==> config.mk <==
export PLATFORM = sky130hd
export DESIGN_NAME = tic_irq_ctrl
export DESIGN_NICKNAME = d
export VERILOG_FILES = /design/src/rtl/tic_irq_pkg.sv /design/src/rtl/tic_mask_reg.sv /design/src/rtl/tic_flag_reg.sv /design/src/rtl/tic_irq_seq.sv /design/src/rtl/tic_irq_ctrl.sv
export SDC_FILE = /design/constraint.sdc
export NUM_CORES = 1
export LEC_CHECK = 0
export ABC_AREA = 1
export CAP_MARGIN = 20
export CORE_MARGIN = 2
export CORE_UTILIZATION = 35
export DETAILED_ROUTE_END_ITERATION = 8
export GPL_ROUTABILITY_DRIVEN = 0
export PLACE_DENSITY = 0.78
export SYNTH_ARGS = -nofsm -noshare
export SYNTH_HDL_FRONTEND = slang
export SYNTH_SLANG_ARGS = --single-unit
==> constraint.sdc <==
create_clock -name clk -period 0.8 [get_ports clk]
set_input_delay 0.12 -clock clk [delete_from_list [all_inputs] [get_ports clk]]
set_output_delay 0.12 -clock clk [all_outputs]
set_load 0.02 [all_outputs]
==> src/rtl/tic_irq_pkg.sv <==
package tic_irq_pkg;
  localparam int unsigned NUM_SRC  = 5;
  localparam int unsigned WORD_W   = 8;
  localparam int unsigned SUM_BIT  = 7;

  typedef enum logic [2:0] {
    SRC_TMR_A  = 3'd0,
    SRC_TMR_B  = 3'd1,
    SRC_ALARM  = 3'd2,
    SRC_SERIAL = 3'd3,
    SRC_FLAG   = 3'd4
  } src_id_e;
endpackage

==> src/rtl/tic_mask_reg.sv <==
module tic_mask_reg #(
  parameter int unsigned NSRC = tic_irq_pkg::NUM_SRC,
  parameter int unsigned DW   = tic_irq_pkg::WORD_W,
  parameter int unsigned SELB = tic_irq_pkg::SUM_BIT
) (
  input  logic            clk,
  input  logic            rst,
  input  logic            wr_en,
  input  logic [DW-1:0]   wr_data,
  output logic [NSRC-1:0] en_q,
  output logic [NSRC-1:0] en_next
);
  logic set_mode;
  assign set_mode = wr_data[SELB];

  for (genvar i = 0; i < NSRC; i++) begin : g_bit
    always_comb begin
      en_next[i] = en_q[i];
      if (wr_en && wr_data[i]) en_next[i] = set_mode;
    end

    always_ff @(posedge clk) begin
      if (rst) en_q[i] <= 1'b0;
      else     en_q[i] <= en_next[i];
    end


    mask_set_chk: assert property (@(posedge clk) disable iff (rst)
      (wr_en && wr_data[SELB] && wr_data[i]) |=> en_q[i]);

    mask_clr_chk: assert property (@(posedge clk) disable iff (rst)
      (wr_en && !wr_data[SELB] && wr_data[i]) |=> !en_q[i]);
  end
endmodule

==> src/rtl/tic_flag_reg.sv <==
module tic_flag_reg #(
  parameter int unsigned NSRC = tic_irq_pkg::NUM_SRC
) (
  input  logic            clk,
  input  logic            rst,
  input  logic            ack,
  input  logic [NSRC-1:0] trig,
  output logic [NSRC-1:0] flag_q,
  output logic [NSRC-1:0] flag_next
);
  always_comb begin
    flag_next = ack ? '0 : flag_q;
    flag_next = flag_next | trig;
  end

  always_ff @(posedge clk) begin
    if (rst) flag_q <= '0;
    else     flag_q <= flag_next;
  end

  for (genvar i = 0; i < NSRC; i++) begin : g_chk

    trig_latch_chk: assert property (@(posedge clk) disable iff (rst)
      trig[i] |=> flag_q[i]);
  end
endmodule

==> src/rtl/tic_irq_seq.sv <==
module tic_irq_seq #(
  parameter int unsigned NSRC = tic_irq_pkg::NUM_SRC
) (
  input  logic            clk,
  input  logic            rst,
  input  logic            ack,
  input  logic [NSRC-1:0] flag_next,
  input  logic [NSRC-1:0] en_next,
  output logic            req_q,
  output logic            irq_n
);
  logic armed_q;
  logic req_next;
  logic arm_next;

  always_comb begin
    if (ack)          req_next = 1'b0;
    else if (armed_q) req_next = 1'b1;
    else              req_next = req_q;
    arm_next = (|(flag_next & en_next)) && !req_next;
  end

  always_ff @(posedge clk) begin
    if (rst) begin
      armed_q <= 1'b0;
      req_q   <= 1'b0;
      irq_n   <= 1'b1;
    end else begin
      armed_q <= arm_next;
      req_q   <= req_next;
      irq_n   <= !req_next;
    end
  end


  ack_release_chk: assert property (@(posedge clk) disable iff (rst)
    ack |=> irq_n);

  armed_raise_chk: assert property (@(posedge clk) disable iff (rst)
    (armed_q && !ack) |=> !irq_n);

  hold_low_chk: assert property (@(posedge clk) disable iff (rst)
    (!irq_n && !ack) |=> !irq_n);
endmodule

==> src/rtl/tic_irq_ctrl.sv <==
module tic_irq_ctrl #(
  parameter int unsigned NSRC = tic_irq_pkg::NUM_SRC,
  parameter int unsigned DW   = tic_irq_pkg::WORD_W,
  parameter int unsigned SUMB = tic_irq_pkg::SUM_BIT
) (
  input  logic            clk,
  input  logic            rst,
  input  logic [NSRC-1:0] src_trig,
  input  logic            wr_en,
  input  logic [DW-1:0]   wr_data,
  input  logic            rd_ack,
  output logic [DW-1:0]   status_o,
  output logic            irq_n
);
  logic [NSRC-1:0] en_q, en_next;
  logic [NSRC-1:0] flag_q, flag_next;
  logic            req_q;

  tic_mask_reg #(.NSRC(NSRC), .DW(DW), .SELB(SUMB)) u_mask (
    .clk(clk), .rst(rst), .wr_en(wr_en), .wr_data(wr_data),
    .en_q(en_q), .en_next(en_next));

  tic_flag_reg #(.NSRC(NSRC)) u_flag (
    .clk(clk), .rst(rst), .ack(rd_ack), .trig(src_trig),
    .flag_q(flag_q), .flag_next(flag_next));

  tic_irq_seq #(.NSRC(NSRC)) u_seq (
    .clk(clk), .rst(rst), .ack(rd_ack), .flag_next(flag_next),
    .en_next(en_next), .req_q(req_q), .irq_n(irq_n));

  always_comb begin
    status_o             = '0;
    status_o[NSRC-1:0]   = flag_q;
    status_o[SUMB]       = req_q;
  end


  masked_quiet_chk: assert property (@(posedge clk) disable iff (rst)
    (irq_n && ((flag_q & en_q) == '0) && !wr_en && ((src_trig & en_q) == '0)) |=> irq_n);

  ack_clear_chk: assert property (@(posedge clk) disable iff (rst)
    (rd_ack && src_trig == '0) |=> (status_o[NSRC-1:0] == '0));
endmodule

# ---- Word level (Yosys, flattened, before mapping)
# Index checks and enable logic that the tools add are counted.
dict set report totals {
  mem_count 0
  latch_bits 0
  reg_bits 13
  mem_bits_ro 0
  output_inout_bits 9
  in_bits 17
  mem_bits_rw 0
  word_cells 27
}
dict set report op_classes {
  magnitude_cmp 0
  div_mod_pow 0
  n_shift 0
  mux 8
  add_sub_neg 0
  eq_ne 0
  reduce_logical 8
  bitwise_logic 2
  multipliers 0
}
# op count
set ops {}
lappend ops {{$mux W1} 7}
lappend ops {{$logic_and A1 B1 Y1} 6}
lappend ops {{$and A5 B5 Y5} 1}
lappend ops {{$mux W5} 1}
lappend ops {{$or A5 B5 Y5} 1}
lappend ops {{$reduce_or A5 Y1} 1}
lappend ops {{$logic_not A1 Y1} 1}

# ---- Longest topological paths before layout
dict set report logic_depth {
  depth_word 5
  depth_mapped 8
  depth_no_buf 7
}

# ---- By module
# A second synthesis with hierarchy kept.
dict set report unflattened {
  hier_cells 89
  area_unflattened_um2 600.6
}
# mod area_per_inst_um2 cells_per_inst instances seq_area_each_um2
set by_module_without_submodules {}
lappend by_module_without_submodules {tic_mask_reg 255.2 42 1 100.1}
lappend by_module_without_submodules {tic_flag_reg 185.2 26 1 100.1}
lappend by_module_without_submodules {tic_irq_seq 133.9 17 1 60.1}
lappend by_module_without_submodules {tic_irq_ctrl 26.3 4 1 0.0}

# ---- Worst setup path after synthesis
# OpenSTA, ideal clock, no wires.
dict set report synth_path {
  path_type {register to register}
  from {register u_flag.flag_q[3]}
  to {register u_seq.armed_q}
  stages_incl_launch_ff 6
  setup_time_ns 0.111
  path_buffers 0
  t_arrival_ns 0.776
  synth_period_minus_slack_ns 0.887
  path_slack_ns -0.087
  required_ns 0.689
  path_cell_list {dfxtp_1 > a21o_1 > nand2_1 > nand2_1 > nor2_1 > nor2_1}
}
dict set report synth_via {
  elab_chain_cells 5
}
# element line
set synth_rtl {}
lappend synth_rtl {{from (decl)} tic_flag_reg.sv:8} ;# output logic [NSRC-1:0] flag_q,
lappend synth_rtl {{from (signal assigned)} tic_flag_reg.sv:18} ;# else flag_q <= flag_next;
lappend synth_rtl {{$mux W5} tic_flag_reg.sv:12} ;# flag_next = ack ? '0 : flag_q;
lappend synth_rtl {{$or A5 B5 Y5} tic_flag_reg.sv:13} ;# flag_next = flag_next | trig;
lappend synth_rtl {{$and A5 B5 Y5} tic_irq_seq.sv:20} ;# arm_next = (|(flag_next & en_next)) && !req_next;
lappend synth_rtl {{$reduce_or A5 Y1} tic_irq_seq.sv:20}
lappend synth_rtl {{$logic_and A1 B1 Y1} tic_irq_seq.sv:20}
lappend synth_rtl {{to (signal assigned)} tic_irq_seq.sv:29} ;# armed_q <= arm_next;
lappend synth_rtl {{to (decl)} tic_irq_seq.sv:12} ;# logic armed_q;
# Every way passes these cells.
# A chain may end at the register's enable or synchronous reset.

# ---- Final worst setup path
dict set report layout_path {
  from {register u_flag.flag_q[3]}
  to {output status_o[3]}
}
# element line
set layout_rtl {}
lappend layout_rtl {{to (decl)} tic_irq_ctrl.sv:12} ;# output logic [DW-1:0] status_o,
# No word-level cell between the ends.

==> results.md <==
- Layout net count: 120
- Overall Power: 1.38 mW
- First-pass DRT Iterations: 1
- Critical Path Slowest Stage Cell: dfxtp_4
- Initial antenna violation count: 0
- Number of warnings printed during yosys synthesis: 0
- Total via count in the routed design: 517
- Switching part of the total: 0.261
- Buf+Inv Stages, Crit Path: 1
- Most frequent standard cell in the layout excluding fill and tap cells: nand2_1
- Yosys top cell area share: 0.465
- Most used cells in the layout excluding fill and tap cells: nand2_1 (21), inv_1 (10), nor2_1 (7), buf_6 (7)
- PnR worst setup slack: -60.9 ps
- Initial core utilization: 0.371
- Final count of hold timing violations: 0
- Remaining global-route overflow: 0
- R2r startpoint: u_flag.flag_q[0]
- Post-Synthesis Mean Instance Area: 7.17 µm²
- Fin crit period: 861 ps
- Synth cell types: 15
- Clock Sink Count: 13
- Gate count of the mapped netlist: 78
- Area enclosed by the die boundary: 1930 µm²
- Clock power share: 0.291
- Post-synth top area cell: dfxtp_1
- Fmax: 1160 MHz
- Static leakage power: 0.449 nW
- Routed Wire Length: 1.07 mm
- Proportion of synthesized chip area in sequential cells: 0.465
- Fill count: 138
- Worst hold path endpoint: u_mask.en_q[4]
- Number of placed I/O pins: 26
- Share of total power in combinational logic: 0.197
- Req. time, crit path: 680 ps
- Number of hold buffers added after CTS: 0
- Crit Reg-Reg Endpoint: u_seq.armed_q
- Post-synthesis sequential element count: 13
- Hold Path Depth: 4
- Startpoint-to-endpoint class of the critical path: flop to primary output
- Detail-routed net length per standard cell: 9.04 µm
- Remaining routing DRC violations: 0
- Largest net degree at the start of global routing: 9
- Final count of negative-setup-slack endpoints: 8
- Area occupied by multi-input gates: 231 µm²
- Launch instance of the worst min-delay path: wr_data[4]
- CTS Root Buffer Type: clkbuf_4
- Finished Layout Cells: 118
- Kind of capture point of the worst setup path: primary output
- Type of element launching the critical path: flop
- Row count: 14
- Worst-case clock buffer depth: 2
- Power per unit of standard cell area: 1640 nW/µm²
- Number of global-route vias before repair: 438
- Result of the run: complete, but fails checks
- Power Internal: 1.02 mW
- Max Cap Viol: 0
- Violated checks: setup timing
- Biggest area contributors in the synthesized netlist: dfxtp_1 (47%), nand2_1 (16%), inv_1 (6.7%)
- Core area: 1510 µm²
- DRC marker count from the first detailed-route iteration: 0
- Power dissipated by switching net loads: 0.359 mW
- Clock insertion delay at the later pin of the skew report: 270 ps
- Wire length of the first global-routing pass: 1.71 mm
- CTS tree: built
- Buffers on Ports: 21
- Length in cells of the worst reg-to-reg path: 5
- Die extent in x: 44.0 µm
- Power share of the sequential group: 0.512
- Vias/cell: 4.38
- RSZ-0062 raised after global routing: true
- Sequential standard cell area: 274 µm²
- Final antenna diode count: 0
- Final clock skew: 2.52 ps
- Post-detail-place hpwl: 838 µm
- Post-route fraction of the period consumed by the critical path: 1.08
- Worst hold path type: input port to flop
- Clock Pin Slew Worst Setup and Hold Paths: 80 ps
- Netlist Area Pre-Place: 559 µm²
- Number of nets with antenna violations after routing: 0
- Max stage delay on crit path: 350 ps
- Proportion of layout cells with a drive suffix above 1: 0.275
- Critical-path maximum fanout: 2
- Maximum level of the CTS H-tree: 1
- Post-Place Worst Slack: -560 ps
- Placed cells: 113
- Final Max Tran Viols: 0
- Die span in y: 44.0 µm
- Cts bufs inserted: 3
- Reg-to-reg slack, setup: -50 ps
- Post-synthesis to final-layout area growth: 50.3%
- Global-route usage over all layers: 0.121
- Cell family with most CP delay: flip-flops
- Crit path DAT: 740 ps
- Peak supply drop: 0.00107 V
- Critical Path, Cell by Cell: buf_6
==> cells by family after synthesis <==
| kind of cell | after synthesis | share of synthesized area |
|---|---|---|
| flip-flops | 13 | 0.465 |
| AND/OR/NAND/NOR | 37 | 0.266 |
| AO/OA/AOI/OAI | 11 | 0.121 |
| other | 1 | 0.00670 |
| buffers and inverters | 16 | 0.141 |
==> layer usage <==
layer  part of all wire  global-route usage
met1               0.47               0.156
met2               0.47               0.176
met5                  0                   0
met3              0.053              0.0250
met4             0.0084              0.0909
==> worst max-delay path by stage <==
stage,start,endpoint,depth (start not counted)
final,u_flag.flag_q[3],status_o[3],1
after floorplan,u_flag.flag_q[3],u_seq.armed_q,5
after global routing,u_flag.flag_q[3],u_seq.armed_q,5
after detailed placement,wr_en,u_seq.armed_q,8
after CTS,u_flag.flag_q[3],u_seq.armed_q,5
after global placement,wr_en,u_seq.armed_q,8
==> timing repair <==
item | CTS | global route
resized for setup | 50 | 6
endpoints found under the setup margin | 13 | 8
buffers inserted | 1 | 0
pin swaps | 4 | 7
==> state kept, by name, summed over array words and instances, names as in the netlist <==
register / cells
u_seq.armed_q: 1
u_seq.req_q: 1
u_flag.flag_q: 5
u_mask.en_q: 5
u_seq.irq_n: 1
==> final cells by class <==
cell class,instances,area share
Timing Repair Buffer,24,0.295
Clock buffer,4,0.0313
Sequential cell,13,0.326
Tap cell,16,0.0238
Inverter,11,0.0491
Multi-Input combinational cell,50,0.275
==> power by group through the flow <==
stage	clock, mW	combinational (mW)	sequential [mW]
finish	0.401	0.271	0.705
global route	0.455	0.299	0.709
CTS	0.414	0.277	0.706
detailed placement	0	0.274	0.714
global placement	0	0.272	0.714
floorplan	0	0.128	0.736
==> per-stage QoR <==
stage	utilization	setup TNS, ps	cell area [µm²]	hold slack (ps)
floorplan	-	-17.7	574	204
global placement	0.519	-5100	782	455
detailed placement	0.519	-5240	782	459
CTS	0.549	-430	827	279
global route	0.558	-607	841	187
finish	0.558	-341	841	180
==> synthesized netlist by cell type, drive strengths merged <==
library cell / count
nand3: 4
clkbuf: 1
nor2: 7
o21ai: 3
conb: 1
a21o: 2
inv: 11
dfxtp: 13
a21oi: 6
nand2: 26
buf: 4
Note: power is estimated with default switching activity, not from simulation.
